**config.mk**
```make
export PLATFORM = sky130hd
export DESIGN_NAME = dual_dac_loader
export DESIGN_NICKNAME = d
export VERILOG_FILES = /design/src/rtl/dacld_pkg.sv /design/src/rtl/dacld_ctrl.sv /design/src/rtl/dacld_datapath.sv /design/src/rtl/dual_dac_loader.sv
export SDC_FILE = /design/constraint.sdc
export NUM_CORES = 1
export LEC_CHECK = 0
export ABC_CLOCK_PERIOD_IN_PS = 3000
export BUFFER_PORTS_ARGS = -buffer_cell sky130_fd_sc_hd__buf_4
export CORE_MARGIN = 3
export CORE_UTILIZATION = 55
export DETAILED_ROUTE_END_ITERATION = 10
export PLACE_DENSITY = 0.79
export RECOVER_POWER = 100
export SLEW_MARGIN = 20
export SYNTH_ARGS = -nofsm -noshare
export SYNTH_HDL_FRONTEND = slang
export SYNTH_SLANG_ARGS = --single-unit
```
**constraint.sdc**
```tcl
create_clock -name clk -period 3 [get_ports clk]
set_input_delay 0.45 -clock clk [delete_from_list [all_inputs] [get_ports clk]]
set_output_delay 0.45 -clock clk [all_outputs]
set_load 0.03 [all_outputs]
```
**src/rtl/dacld_pkg.sv**
```systemverilog
package dacld_pkg;
  parameter int CH_COUNT = 2;
  parameter int WORD_W   = 12;
  parameter int BUS_W    = 8;
  parameter int LO_W     = BUS_W;
  parameter int HI_W     = WORD_W - LO_W;
  parameter int CH_SEL_W = $clog2(CH_COUNT);
  parameter int ADDR_W   = CH_SEL_W + 1;

  typedef struct packed {
    logic [CH_COUNT-1:0] loadLo;
    logic [CH_COUNT-1:0] loadHi;
    logic                xfer;
  } ldStrobe_t;
endpackage

```
**src/rtl/dacld_ctrl.sv**
```systemverilog
module dacld_ctrl
  import dacld_pkg::*;
(
  input  logic              clk,
  input  logic              clrN,
  input  logic [ADDR_W-1:0] addr,
  input  logic              csN,
  input  logic              wrN,
  input  logic              updN,
  output ldStrobe_t         strb
);
  logic wrCond, updCond;
  logic wrSeen, updSeen;
  logic wrFire, updFire;

  assign wrCond  = ~csN & ~wrN;
  assign updCond = ~updN & ~wrN;
  assign wrFire  = wrCond & ~wrSeen;
  assign updFire = updCond & ~updSeen;

  // remember last sampled conditions so a held strobe acts once
  always_ff @(posedge clk or negedge clrN) begin
    if (!clrN) begin
      wrSeen  <= 1'b0;
      updSeen <= 1'b0;
    end else begin
      wrSeen  <= wrCond;
      updSeen <= updCond;
    end
  end

  for (genvar ch = 0; ch < CH_COUNT; ch++) begin : g_dec
    logic chHit;
    assign chHit              = (addr[ADDR_W-1:1] == CH_SEL_W'(ch));
    assign strb.loadLo[ch]    = wrFire & chHit & ~addr[0];
    assign strb.loadHi[ch]    = wrFire & chHit &  addr[0];
  end

  assign strb.xfer = updFire;
endmodule

```
**src/rtl/dacld_datapath.sv**
```systemverilog
module dacld_datapath
  import dacld_pkg::*;
(
  input  logic                             clk,
  input  logic                             clrN,
  input  logic [BUS_W-1:0]                 busData,
  input  ldStrobe_t                        strb,
  output logic [CH_COUNT-1:0][WORD_W-1:0]  chanWord
);
  logic [BUS_W-HI_W-1:0] unusedBusTop;
  assign unusedBusTop = busData[BUS_W-1:HI_W];

  for (genvar ch = 0; ch < CH_COUNT; ch++) begin : g_ch
    logic [WORD_W-1:0] holdReg;
    logic [WORD_W-1:0] holdNext;
    logic [WORD_W-1:0] outReg;

    always_comb begin
      holdNext = holdReg;
      if (strb.loadLo[ch]) holdNext[LO_W-1:0]      = busData[LO_W-1:0];
      if (strb.loadHi[ch]) holdNext[WORD_W-1:LO_W] = busData[HI_W-1:0];
    end

    always_ff @(posedge clk or negedge clrN) begin
      if (!clrN) begin
        holdReg <= '0;
        outReg  <= '0;
      end else begin
        holdReg <= holdNext;
        if (strb.xfer) outReg <= holdNext;
      end
    end

    assign chanWord[ch] = outReg;
  end
endmodule

```
**src/rtl/dual_dac_loader.sv**
```systemverilog
module dual_dac_loader
  import dacld_pkg::*;
(
  input  logic              clk,
  input  logic              clrN,
  input  logic [ADDR_W-1:0] addr,
  input  logic [BUS_W-1:0]  busData,
  input  logic              csN,
  input  logic              wrN,
  input  logic              updN,
  output logic [WORD_W-1:0] chanAOut,
  output logic [WORD_W-1:0] chanBOut
);
  ldStrobe_t                       strb;
  logic [CH_COUNT-1:0][WORD_W-1:0] chanWord;

  dacld_ctrl ctrl_i (
    .clk   (clk),
    .clrN  (clrN),
    .addr  (addr),
    .csN   (csN),
    .wrN   (wrN),
    .updN  (updN),
    .strb  (strb)
  );

  dacld_datapath dp_i (
    .clk      (clk),
    .clrN     (clrN),
    .busData  (busData),
    .strb     (strb),
    .chanWord (chanWord)
  );

  assign chanAOut = chanWord[0];
  assign chanBOut = chanWord[1];
endmodule

```
## Yosys cells after proc, flatten, opt, wreduce, memory -nomap -nowiden

Cells that the tools add are included.

- Memories kept: 0
- Input port bits: 15
- Logic and storage cells: 27
- Register bits after elaboration: 50
- Bits in writable memories: 0
- ROM bits: 0
- Bits in latches: 0
- Output and inout port bits: 24

- Shift-type cells: 0
- Bitwise logic cells: 17
- Divide/modulo/power cells: 0
- $lt $le $gt $ge: 0
- Eq/ne operators: 0
- Muxes and demuxes: 4
- Multipliers: 0
- Reductions and logical operators: 0
- $add $sub $neg: 0

Operators by type and width:

| cell | count |
|---|---|
| 8-bit two-way mux | 2 |
| 1-bit AND | 10 |
| 4-bit two-way mux | 2 |
| 1-bit NOT | 7 |

## Depth between registers and ports, before layout

Gate-level depths: netlist of the first run.

- Word-level depth: 6
- Mapped depth: 6
- Mapped depth without buffers: 3

## Cells and area by module

Synthesis of the first run repeated with hierarchy kept, for this count alone.

- Cells, all modules: 112
- Area total of the unflattened synthesis: 2020.7 sq um

By module, submodules not included:

| module | times used | cells each | seq. area each (sq um) | area an instance (sq um) |
|---|---|---|---|---|
| dacld_datapath | 1 | 101 | 1201.2 | 1904.3 |
| dacld_ctrl | 1 | 11 | 50.0 | 116.4 |

## Worst setup path after synthesis of the first run

OpenSTA, ideal clock, no wires.

- Path type: input to register
- Start point: input wrN
- End point: register dp_i.g_ch[1].outReg[1]
- Data required time: 2.865 ns
- Path buffers: 3
- Path slack: 1.316 ns
- Arrival time: 1.549 ns
- Setup time: 0.135 ns
- Cell stages on the path: 6
- Cell sequence: buf_6 or4_4 buf_6 buf_12 o21ai_2 a31oi_1

- Word-level cells in the longest chain between the ends: 6
- Elaborated cells between the ends (all ways): 8
- Classes of those cells: mux: 1; bitwise: 7

RTL lines:

| item | RTL line | text |
|---|---|---|
| start: declaration | dual_dac_loader.sv:9 | `input logic wrN,` |
| 1-bit NOT * | dacld_ctrl.sv:16, dacld_ctrl.sv:17 |  |
| 1-bit AND | dacld_ctrl.sv:16 | `assign wrCond = ~csN & ~wrN;` |
| 1-bit AND | dacld_ctrl.sv:18 | `assign wrFire = wrCond & ~wrSeen;` |
| 1-bit AND (2 in a row) | dacld_ctrl.sv:35 | `assign strb.loadLo[ch] = wrFire & chHit & ~addr[0];` |
| 8-bit two-way mux | dacld_datapath.sv:20 | `if (strb.loadLo[ch]) holdNext[LO_W-1:0] = busData[LO_W-1:0];` |
| end signal: assignment | dacld_datapath.sv:30 | `if (strb.xfer) outReg <= holdNext;` |
| end: declaration | dacld_datapath.sv:16 | `logic [WORD_W-1:0] outReg;` |

Mark *: on every way between the ends. The rest lies on a longest branch, timed or not.
A chain may end at the register's enable or synchronous reset.

## Worst setup path in the final report of the first run

- Start point: register ctrl_i.wrSeen
- End point: register dp_i.g_ch[0].outReg[0]

- Word-level cells in the longest chain between the ends: 5

RTL lines:

| item | RTL line | text |
|---|---|---|
| start: declaration | dacld_ctrl.sv:13 | `logic wrSeen, updSeen;` |
| start signal: assignment | dacld_ctrl.sv:27 | `wrSeen <= wrCond;` |
| 1-bit NOT | dacld_ctrl.sv:18 |  |
| 1-bit AND | dacld_ctrl.sv:18 |  |
| 1-bit AND (2 in a row) | dacld_ctrl.sv:35 |  |
| 8-bit two-way mux | dacld_datapath.sv:20 |  |
| end signal: assignment | dacld_datapath.sv:30 |  |
| end: declaration | dacld_datapath.sv:16 |  |

No other way between the ends.

==> results of run 1 <==
==> kinds of logic (layout without fill, tap and decap cells) <==
kind of cell | after synthesis | after routing | share of synthesized area [%]
compound gates | 56 | 56 | 18.28
simple gates | 77 | 77 | 17.50
flops | 50 | 50 | 59.74
buf+inv | 14 | 48 | 4.480
==> worst max-delay path, cell delays in order (launching register included) <==
cell and delay (ps):
dfrtp_1 420, nor4_2 1100, nand2_1 260, a31oi_1 210
==> worst max path at each step <==
stage	start	to	cells past startpoint
after global routing	ctrl_i.wrSeen	dp_i.g_ch[0].outReg[9]	3
after global placement	wrN	dp_i.g_ch[0].outReg[0]	4
final	ctrl_i.wrSeen	dp_i.g_ch[0].outReg[0]	3
after detailed placement	wrN	dp_i.g_ch[0].holdReg[5]	4
after floorplan	wrN	dp_i.g_ch[1].outReg[1]	6
after CTS	ctrl_i.wrSeen	dp_i.g_ch[0].holdReg[5]	3
==> flip-flops by register name (all words and copies together) (netlist names) <==
register           count
ctrl_i.updSeen         1
dp_i.g_ch.holdReg     24
ctrl_i.wrSeen          1
dp_i.g_ch.outReg      24
==> per-stage QoR <==
stage	hold slack, ps	total power, mW	worst slack [ps]	utilization (%)
3_3_place_gp	463.3	1.350	1168	67.56
6_report	327.0	1.753	941.1	67.38
4_1_cts	182.2	1.825	1315	70.68
2_1_floorplan	154.4	1.187	1316	-
3_5_place_dp	474.0	1.370	1130	67.56
5_1_grt	323.0	1.847	606.7	67.38
==> power by group <==
part,total [mW],leakage (nW),switching (mW),internal (mW)
combinational,0.424,0.385,0.296,0.128
sequential,0.868,0.605,0.0619,0.806
clock,0.462,0.0579,0.216,0.246
==> final cells by class <==
cell class                 instances  share of cell area [%]
multi-input combinational        133                   31.30
inverter                           1                  0.1594
clock buffer                       5                   2.922
clock inverter                     3                   1.700
sequential                        50                   53.13
timing repair buffer              39                   8.342
tap                               46                   2.444
==> routing by layer <==
layer  routed length, um  part of all wire [%]  up-vias  track usage, %
li1                    -                     -      751               -
met1                1878                    44      765           29.37
met2                2038                    48       55           32.81
met3                 289                   6.8        7           3.993
met4                  60                   1.4        0           8.861
met5                   0                     0        -               0
==> layout by cell type (no fill, tap or decap), drive strengths merged, types with 2 or more instances in the layout <==
cell	count
dfrtp	50
clkbuf	31
nand2	28
nor2	27
a31oi	24
o21ai	24
buf	13
nand3	12
a21bo	4
nor2b	4
a21oi	4
clkinv	2
==> results.json, run 1 <==
{
  "status": "completed",
  "critPathKind": "reg2reg",
  "synth_cells": 197,
  "r2r-end": "dp_i.g_ch[0].outReg[0]",
  "synth_commonest_cells": "dfrtp_1 (50), nand2_1 (28), nor2_1 (27)",
  "leakage_nw": 1.048,
  "area_growth_pct": 12.43,
  "timing.final.crit_period_ps": 2059,
  "viasPerCell": 5.697,
  "fin_tns_setup_ps": 0,
  "reg2reg_from": "ctrl_i.wrSeen",
  "r2r_slack_ps": 940,
  "postCtsSetupRepairBufs": 0,
  "core_area_sq_um": 3495,
  "synth_top_area_share_pct": 59.74,
  "avgSynthCellArea_sq_um": 10.63,
  "synth_ff_type": "dfrtp_1",
  "ys_seq_elements": 50,
  "drv_slew": 0,
  "globalplace.congestion": 0.8240,
  "clock_latency_ps": 300,
  "syn-num-nets": 212,
  "cts_root_buf": "clkbuf_8",
  "die_h_um": 67.71,
  "clk_pin_slew_ps": 90,
  "drv_cap": 0,
  "synth-seq-area-share_pct": 59.74,
  "rsz0062_at_grt": "false",
  "hold_path_class": "in2reg",
  "worstPathArrival_ps": 2290,
  "synth_edf_count": 0,
  "synthesis.area_sq_um": 2095,
  "grt_pass1_wl_mm": 7.189,
  "row_count": 21,
  "irDropWorstVdd_v": 0.0004047,
  "die-area_sq_um": 4585,
  "yosys_warnings": 0,
  "cts_hold_buf": 0,
  "yosys.area.top_type": "dfrtp_1",
  "drive_gt1_share_pct": 18.61,
  "min_to": "ctrl_i.updSeen",
  "die_w_um": 67.71,
  "drc": 0,
  "diodes": 0,
  "postRouteAntennaNets": 0,
  "wire_per_inst_um": 15.40,
  "cts_buffer_depth": 2,
  "pin_count": 39,
  "fillers": 308,
  "hold_depth": 2,
  "cellPowerDensity_nw_per_um2": 744.6,
  "vias": 1578,
  "design_area_sq_um": 2355,
  "grt_max_degree": 51,
  "regArea_sq_um": 1251,
  "layout.nets": 245,
  "clkSinkCount": 50,
  "relSlewSlack_pct": 8.215,
  "grt_util_all_layers_pct": 21.23,
  "period_share_pct": 68.63,
  "cts_buffers": 5,
  "ctsHtreeMaxLevel": 2,
  "synthTopCellsByArea": "dfrtp_1 (60%), a31oi_1 (7.2%), o21ai_2 (5.9%)",
  "hold_path_startpoint": "updN",
  "finalSetupViolations": 0,
  "fin_cells": 277,
  "grt_pass1_vias": 1540,
  "port_buffers": 38,
  "overflow": 0,
  "worst_pin_slew_ps": 1365,
  "fmax_mhz": 485.7,
  "r2r_cells": 3,
  "cp_data_required_time_ps": 3230,
  "drt_iter0_markers": 112,
  "start_util_pct": 59.94,
  "crit_path_end_kind": "register",
  "place_area_sq_um": 2361,
  "hold_violations": 0,
  "path_max_fanout": 16,
  "fin_skew_ps": 5.772,
  "cts_tree": "built",
  "cp-start-kind": "register",
  "yosys.cell_count.top_type": "dfrtp_1",
  "wl_mm": 4.267,
  "place_inst": 269,
  "ys_types": 23,
  "antenna_found_initial": 0,
  "dr.pass1.iters": 4,
  "cts_resized": 0,
  "multi_input_area_sq_um": 737.0,
  "async_flop_share_pct": 100.0,
  "dp_hpwl_mm": 2.845
}
No activity file was read; power rests on OpenSTA's default activity.
==> run 2: changes to the inputs <==
--- a/config.mk
+++ b/config.mk
@@ -5,12 +5,12 @@
 export SDC_FILE = /design/constraint.sdc
 export NUM_CORES = 1
 export LEC_CHECK = 0
-export ABC_CLOCK_PERIOD_IN_PS = 3000
+export ABC_CLOCK_PERIOD_IN_PS = 2100
 export BUFFER_PORTS_ARGS = -buffer_cell sky130_fd_sc_hd__buf_4
 export CORE_MARGIN = 3
-export CORE_UTILIZATION = 55
+export CORE_UTILIZATION = 54
 export DETAILED_ROUTE_END_ITERATION = 10
-export PLACE_DENSITY = 0.79
+export PLACE_DENSITY = 0.78
 export RECOVER_POWER = 100
 export SLEW_MARGIN = 20
 export SYNTH_ARGS = -nofsm -noshare
==> constraint.sdc (replaced) <==
create_clock -name clk -period 2.1 [get_ports clk]
set_input_delay 0.315 -clock clk [delete_from_list [all_inputs] [get_ports clk]]
set_output_delay 0.315 -clock clk [all_outputs]
set_load 0.03 [all_outputs]
==> run 2 against run 1 <==
Net effect: register-to-register slack lost 610 ps; final cell count grew 1.1%; worst hold slack lost 120 ps; clock skew grew 0.56 ps; clock power grew 10%; design area shrank 1.4%; non-clock buffer count grew 2; largest power group unchanged; highest routed layer unchanged.
==> results.json, run 2 (synthesis gave the netlist of run 1 again) <==
{
  "postRouteAntennaNets": 0,
  "rsz0062_at_grt": "false",
  "timing.final.crit_period_ps": 1772,
  "worstPathArrival_ps": 1990,
  "core_area_sq_um": 3689,
  "clkSinkCount": 50,
  "grt_pass1_wl_mm": 6.886,
  "leakage_nw": 1.040,
  "r2r_cells": 4,
  "worst_slack_ps": 328.3,
  "viasPerCell": 5.664,
  "crit_path_end_kind": "register",
  "grt_max_degree": 51,
  "cts_buffers": 5,
  "globalplace.congestion": 0.7313,
  "dp_hpwl_mm": 2.749,
  "cp_data_required_time_ps": 2310,
  "power_mw": 2.330,
  "cts_hold_buf": 0,
  "hold_violations": 0,
  "top_regs": "dp_i.g_ch.holdReg: 24 flops, dp_i.g_ch.outReg: 24 flops",
  "period_share_pct": 84.37,
  "cp-start-kind": "register",
  "area_growth_pct": 10.87,
  "grt_util_all_layers_pct": 19.78,
  "die-area_sq_um": 4662,
  "clk_pin_slew_ps": 90,
  "critPathKind": "reg2reg",
  "mostFrequentLayoutCells": "dfrtp_1 (50), nand2_1 (28), nor2_1 (27)",
  "row_count": 22,
  "pin_count": 39,
  "drv_slew": 0,
  "drt_iter0_markers": 115,
  "drive_gt1_share_pct": 16.38,
  "postCtsSetupRepairBufs": 0,
  "layout.cells.most_common": "dfrtp_1",
  "port_buffers": 38,
  "cts_root_buf": "clkbuf_8",
  "finalSetupViolations": 0,
  "dr.pass1.iters": 4,
  "fin_tns_setup_ps": 0,
  "path_max_fanout": 9,
  "cts_tree": "built",
  "cts_resized": 0,
  "fin_skew_ps": 6.336,
  "start_util_pct": 56.78,
  "worst_pin_slew_ps": 1210,
  "drv_cap": 0,
  "cts_buffer_depth": 2,
  "wl_mm": 4.110,
  "design_area_sq_um": 2322,
  "status": "completed",
  "wl_met1_mm": 1.905,
  "fmax_mhz": 564.4,
  "die_w_um": 68.28,
  "cellPowerDensity_nw_per_um2": 1003,
  "layout.nets": 247,
  "hold_path_class": "in2reg",
  "top_layer": "met4",
  "hold_depth": 2,
  "wl_met3_um": 223,
  "dp_slack_ps": 394.4,
  "diodes": 0,
  "relSlewSlack_pct": 19.30,
  "clock_latency_ps": 290,
  "ctsHtreeMaxLevel": 2,
  "antenna_found_initial": 0,
  "drc": 0,
  "wl_met2_mm": 1.963,
  "fin_util_pct": 62.96,
  "reg2reg_from": "ctrl_i.wrSeen",
  "grt_pass1_vias": 1485,
  "vias": 1586,
  "cp-startpoint": "ctrl_i.wrSeen",
  "place_area_sq_um": 2379,
  "overflow": 0,
  "wire_per_inst_um": 14.68,
  "hold_path_startpoint": "updN",
  "irDropWorstVdd_v": 0.0006647,
  "die_h_um": 68.28
}
run 2: cell types whose count changed in the layout (fill, tap and decap cells not counted), moves of 2 or more:
| cell | delta |
|---|---|
| buf_4 | +2 |
| o21ai_2 | -8 |
| o21ai_0 | +10 |
| o21ai_1 | -2 |
run 2: worst paths after layout:
check                      slack [ps]                      end
max                               330   dp_i.g_ch[1].outReg[2]
min reg2reg                       490  dp_i.g_ch[0].holdReg[1]
min                               210           ctrl_i.updSeen
max reg2reg                       330   dp_i.g_ch[1].outReg[2]
max in group asynchronous        1100  dp_i.g_ch[0].holdReg[9]
min in group asynchronous         260   dp_i.g_ch[1].outReg[6]
run 2: metrics by stage:
step / hold slack (ps) / std cells
after floorplan: 19.41 / 197
after detailed placement: 369.5 / 273
after CTS: 50.07 / 280
after global placement: 373.2 / 273
final: 211.5 / 280
after global routing: 201.2 / 280
run 2: per-layer routing:
metal  up-vias  GRT usage [%]
met5         -              0
met4         0          5.211
met3         2          3.941
met2        46          31.53
met1       771          27.74
li1        767              -
run 2: layout make-up:
type | instances | area [sq um]
inverters | 1 | 3.754
repair buffers | 41 | 211.5
well taps | 48 | 60.06
fillers | 341 | 1366
flip-flops and latches | 50 | 1251
clock inverters | 2 | 10.01
clock buffers | 5 | 68.82
multi-input cells | 133 | 716.9
run 2: critical path: stages (launching register included):
cell and delay [ps]:
dfrtp_1 420, nor4_2 720, buf_4 290, nand3_1 110, a31oi_1 160
run 2: where the power goes:
group,leakage (nW),internal (mW),switching (mW)
clock network,0.0438,0.224,0.284
logic,0.392,0.176,0.416
registers,0.605,1.15,0.0792
total,1.04,1.55,0.779
==> run 3: changes to the inputs <==
--- a/config.mk
+++ b/config.mk
@@ -5,12 +5,12 @@
 export SDC_FILE = /design/constraint.sdc
 export NUM_CORES = 1
 export LEC_CHECK = 0
-export ABC_CLOCK_PERIOD_IN_PS = 2100
+export ABC_CLOCK_PERIOD_IN_PS = 1430
 export BUFFER_PORTS_ARGS = -buffer_cell sky130_fd_sc_hd__buf_4
 export CORE_MARGIN = 3
-export CORE_UTILIZATION = 54
+export CORE_UTILIZATION = 49
 export DETAILED_ROUTE_END_ITERATION = 10
-export PLACE_DENSITY = 0.78
+export PLACE_DENSITY = 0.75
 export RECOVER_POWER = 100
 export SLEW_MARGIN = 20
 export SYNTH_ARGS = -nofsm -noshare
==> constraint.sdc (replaced) <==
create_clock -name clk -period 1.43 [get_ports clk]
set_input_delay 0.2145 -clock clk [delete_from_list [all_inputs] [get_ports clk]]
set_output_delay 0.2145 -clock clk [all_outputs]
set_load 0.03 [all_outputs]
==> run 3 against run 2 <==
Net effect: die area is 9.3% higher; non-clock buffer count rose by 12; combinational power grew 68%; sequential share of layout area fell by 6.1 points; highest routed layer unchanged; critical path type unchanged; the run now ends with negative setup slack left; via count grew 2.7%.
==> results.json, run 3 (synthesis gave the netlist of run 1 again) <==
{
  "start_util_pct": 51.62,
  "fin_util_pct": 64.60,
  "relSlewSlack_pct": 56.07,
  "dp_slack_ps": -180.1,
  "irDropWorstVdd_v": 0.0007283,
  "cp-start-kind": "register",
  "cts_tree": "built",
  "violations": "negative setup slack",
  "core_area_sq_um": 4058,
  "status": "complete, but fails checks",
  "viasPerCell": 5.503,
  "dr.pass1.iters": 4,
  "grt_max_degree": 51,
  "slowest_delay_ps": 630,
  "grt_util_all_layers_pct": 19.27,
  "cellPowerDensity_nw_per_um2": 1460,
  "clkSinkCount": 50,
  "cp_data_required_time_ps": 1610,
  "die_w_um": 71.38,
  "design_area_sq_um": 2621,
  "die-area_sq_um": 5095,
  "place_area_sq_um": 2486,
  "vias": 1629,
  "mostFrequentLayoutCells": "dfrtp_1 (50), nand2_1 (28), nor2_1 (26)",
  "fmax_mhz": 678.6,
  "layout.nets": 260,
  "fin_skew_ps": 10.40,
  "die_h_um": 71.38,
  "leakage_nw": 1.147,
  "worst_pin_slew_ps": 659.0,
  "cts_root_buf": "clkbuf_8",
  "worst_slack_ps": -43.65,
  "drv_slew": 0,
  "cts_buffer_depth": 2,
  "pin_count": 39,
  "cp_cell_sequence": "or4b_4 > o21ai_2 > a31oi_1",
  "place_inst": 284,
  "drt_iter0_markers": 107,
  "rsz0062_at_grt": "true",
  "drive_gt1_share_pct": 28.86,
  "hold_ws_ps": 90.95,
  "area_growth_pct": 25.15,
  "overflow": 0,
  "timing.final.crit_period_ps": 1474,
  "dp_hpwl_mm": 2.981,
  "row_count": 23,
  "globalplace.congestion": 0.8175,
  "top_regs": "dp_i.g_ch.holdReg: 24 flops, dp_i.g_ch.outReg: 24 flops",
  "slowest_stage": "or4b_4",
  "clock_latency_ps": 310,
  "finalSetupViolations": 22,
  "clk_pin_slew_ps": 90,
  "wire_per_inst_um": 15.79,
  "port_buffers": 38,
  "wl_mm": 4.673,
  "hold_path_class": "in2reg",
  "layout.cells.most_common": "dfrtp_1",
  "critPathKind": "reg2reg",
  "diodes": 0,
  "hold_violations": 0,
  "postRouteAntennaNets": 0,
  "drc": 0,
  "antenna_found_initial": 0,
  "drv_cap": 0,
  "grt_pass1_wl_mm": 7.748,
  "cts_buffers": 5,
  "path_max_fanout": 8,
  "fin_cells": 296,
  "worstPathArrival_ps": 1650,
  "period_share_pct": 103.1,
  "grt_pass1_vias": 1611,
  "crit_path_end_kind": "register",
  "ctsHtreeMaxLevel": 2
}
run 3: cell count changes in the layout (fill, tap and decap cells not counted), sizes merged:
cell,previous run,this run
or4,1,2
clkbuf,31,32
bufinv,0,1
clkinv,2,0
clkinvlp,0,2
buf,15,25
dlygate4sd3,0,1
run 3: power by group:
part | total (mW) | internal, mW | switching (mW)
Sequential | 1.84 | 1.69 | 0.145
Combinational | 0.994 | 0.342 | 0.652
Clock | 0.996 | 0.520 | 0.475
run 3: through the flow:
| step | power, mW | setup TNS [ps] |
|---|---|---|
| after floorplan | 2.490 | -428.1 |
| after global placement | 2.891 | -2415 |
| after detailed placement | 2.926 | -3397 |
| after CTS | 3.941 | -112.1 |
| after global routing | 4.028 | -2401 |
| final | 3.827 | -400.8 |
run 3: what timing repair did:
action,4_1_cts,5_1_grt
setup endpoints to repair,32,44
hold buffers,1,0
pin swaps,1,7
hold endpoints to repair,50,0
gates cloned,1,1
gates resized for setup,14,8
buffers inserted,0,1
run 3: critical path, delay by kind of cell (launching register included):
family          cells  cell delay [ps]
compound gates      2              290
flops               1              440
simple gates        1              630
run 3: per-layer routing:
metal,up-vias,wire [um],track usage [%]
li1,790,-,-
met1,786,2043,25.72
met2,49,2306,31.73
met3,4,284,4.628
met4,0,38,5.010
met5,-,0,0
run 3: layout make-up:
cell class / instances / area (sq um)
Fill cell: 354 / 1436
Tap cell: 50 / 62.56
Clock inverter: 3 / 45.04
Timing Repair Buffer: 53 / 362.8
Clock buffer: 5 / 68.82
Inverter: 1 / 3.754
Sequential cell: 50 / 1251
Multi-Input combinational cell: 134 / 827.0
run 3: path summary, 6_finish.rpt:
kind                       slack [ps]                       to                    start  cells after the start
max                               -40   dp_i.g_ch[1].outReg[9]            ctrl_i.wrSeen                      3
min                                90           ctrl_i.updSeen                     updN                      2
max reg2reg                       -40   dp_i.g_ch[1].outReg[9]            ctrl_i.wrSeen                      3
min reg2reg                       490  dp_i.g_ch[0].holdReg[0]  dp_i.g_ch[0].holdReg[0]                      2
max in group asynchronous         480  dp_i.g_ch[1].holdReg[0]                     clrN                      2
min in group asynchronous         500  dp_i.g_ch[0].holdReg[2]                     clrN                      2
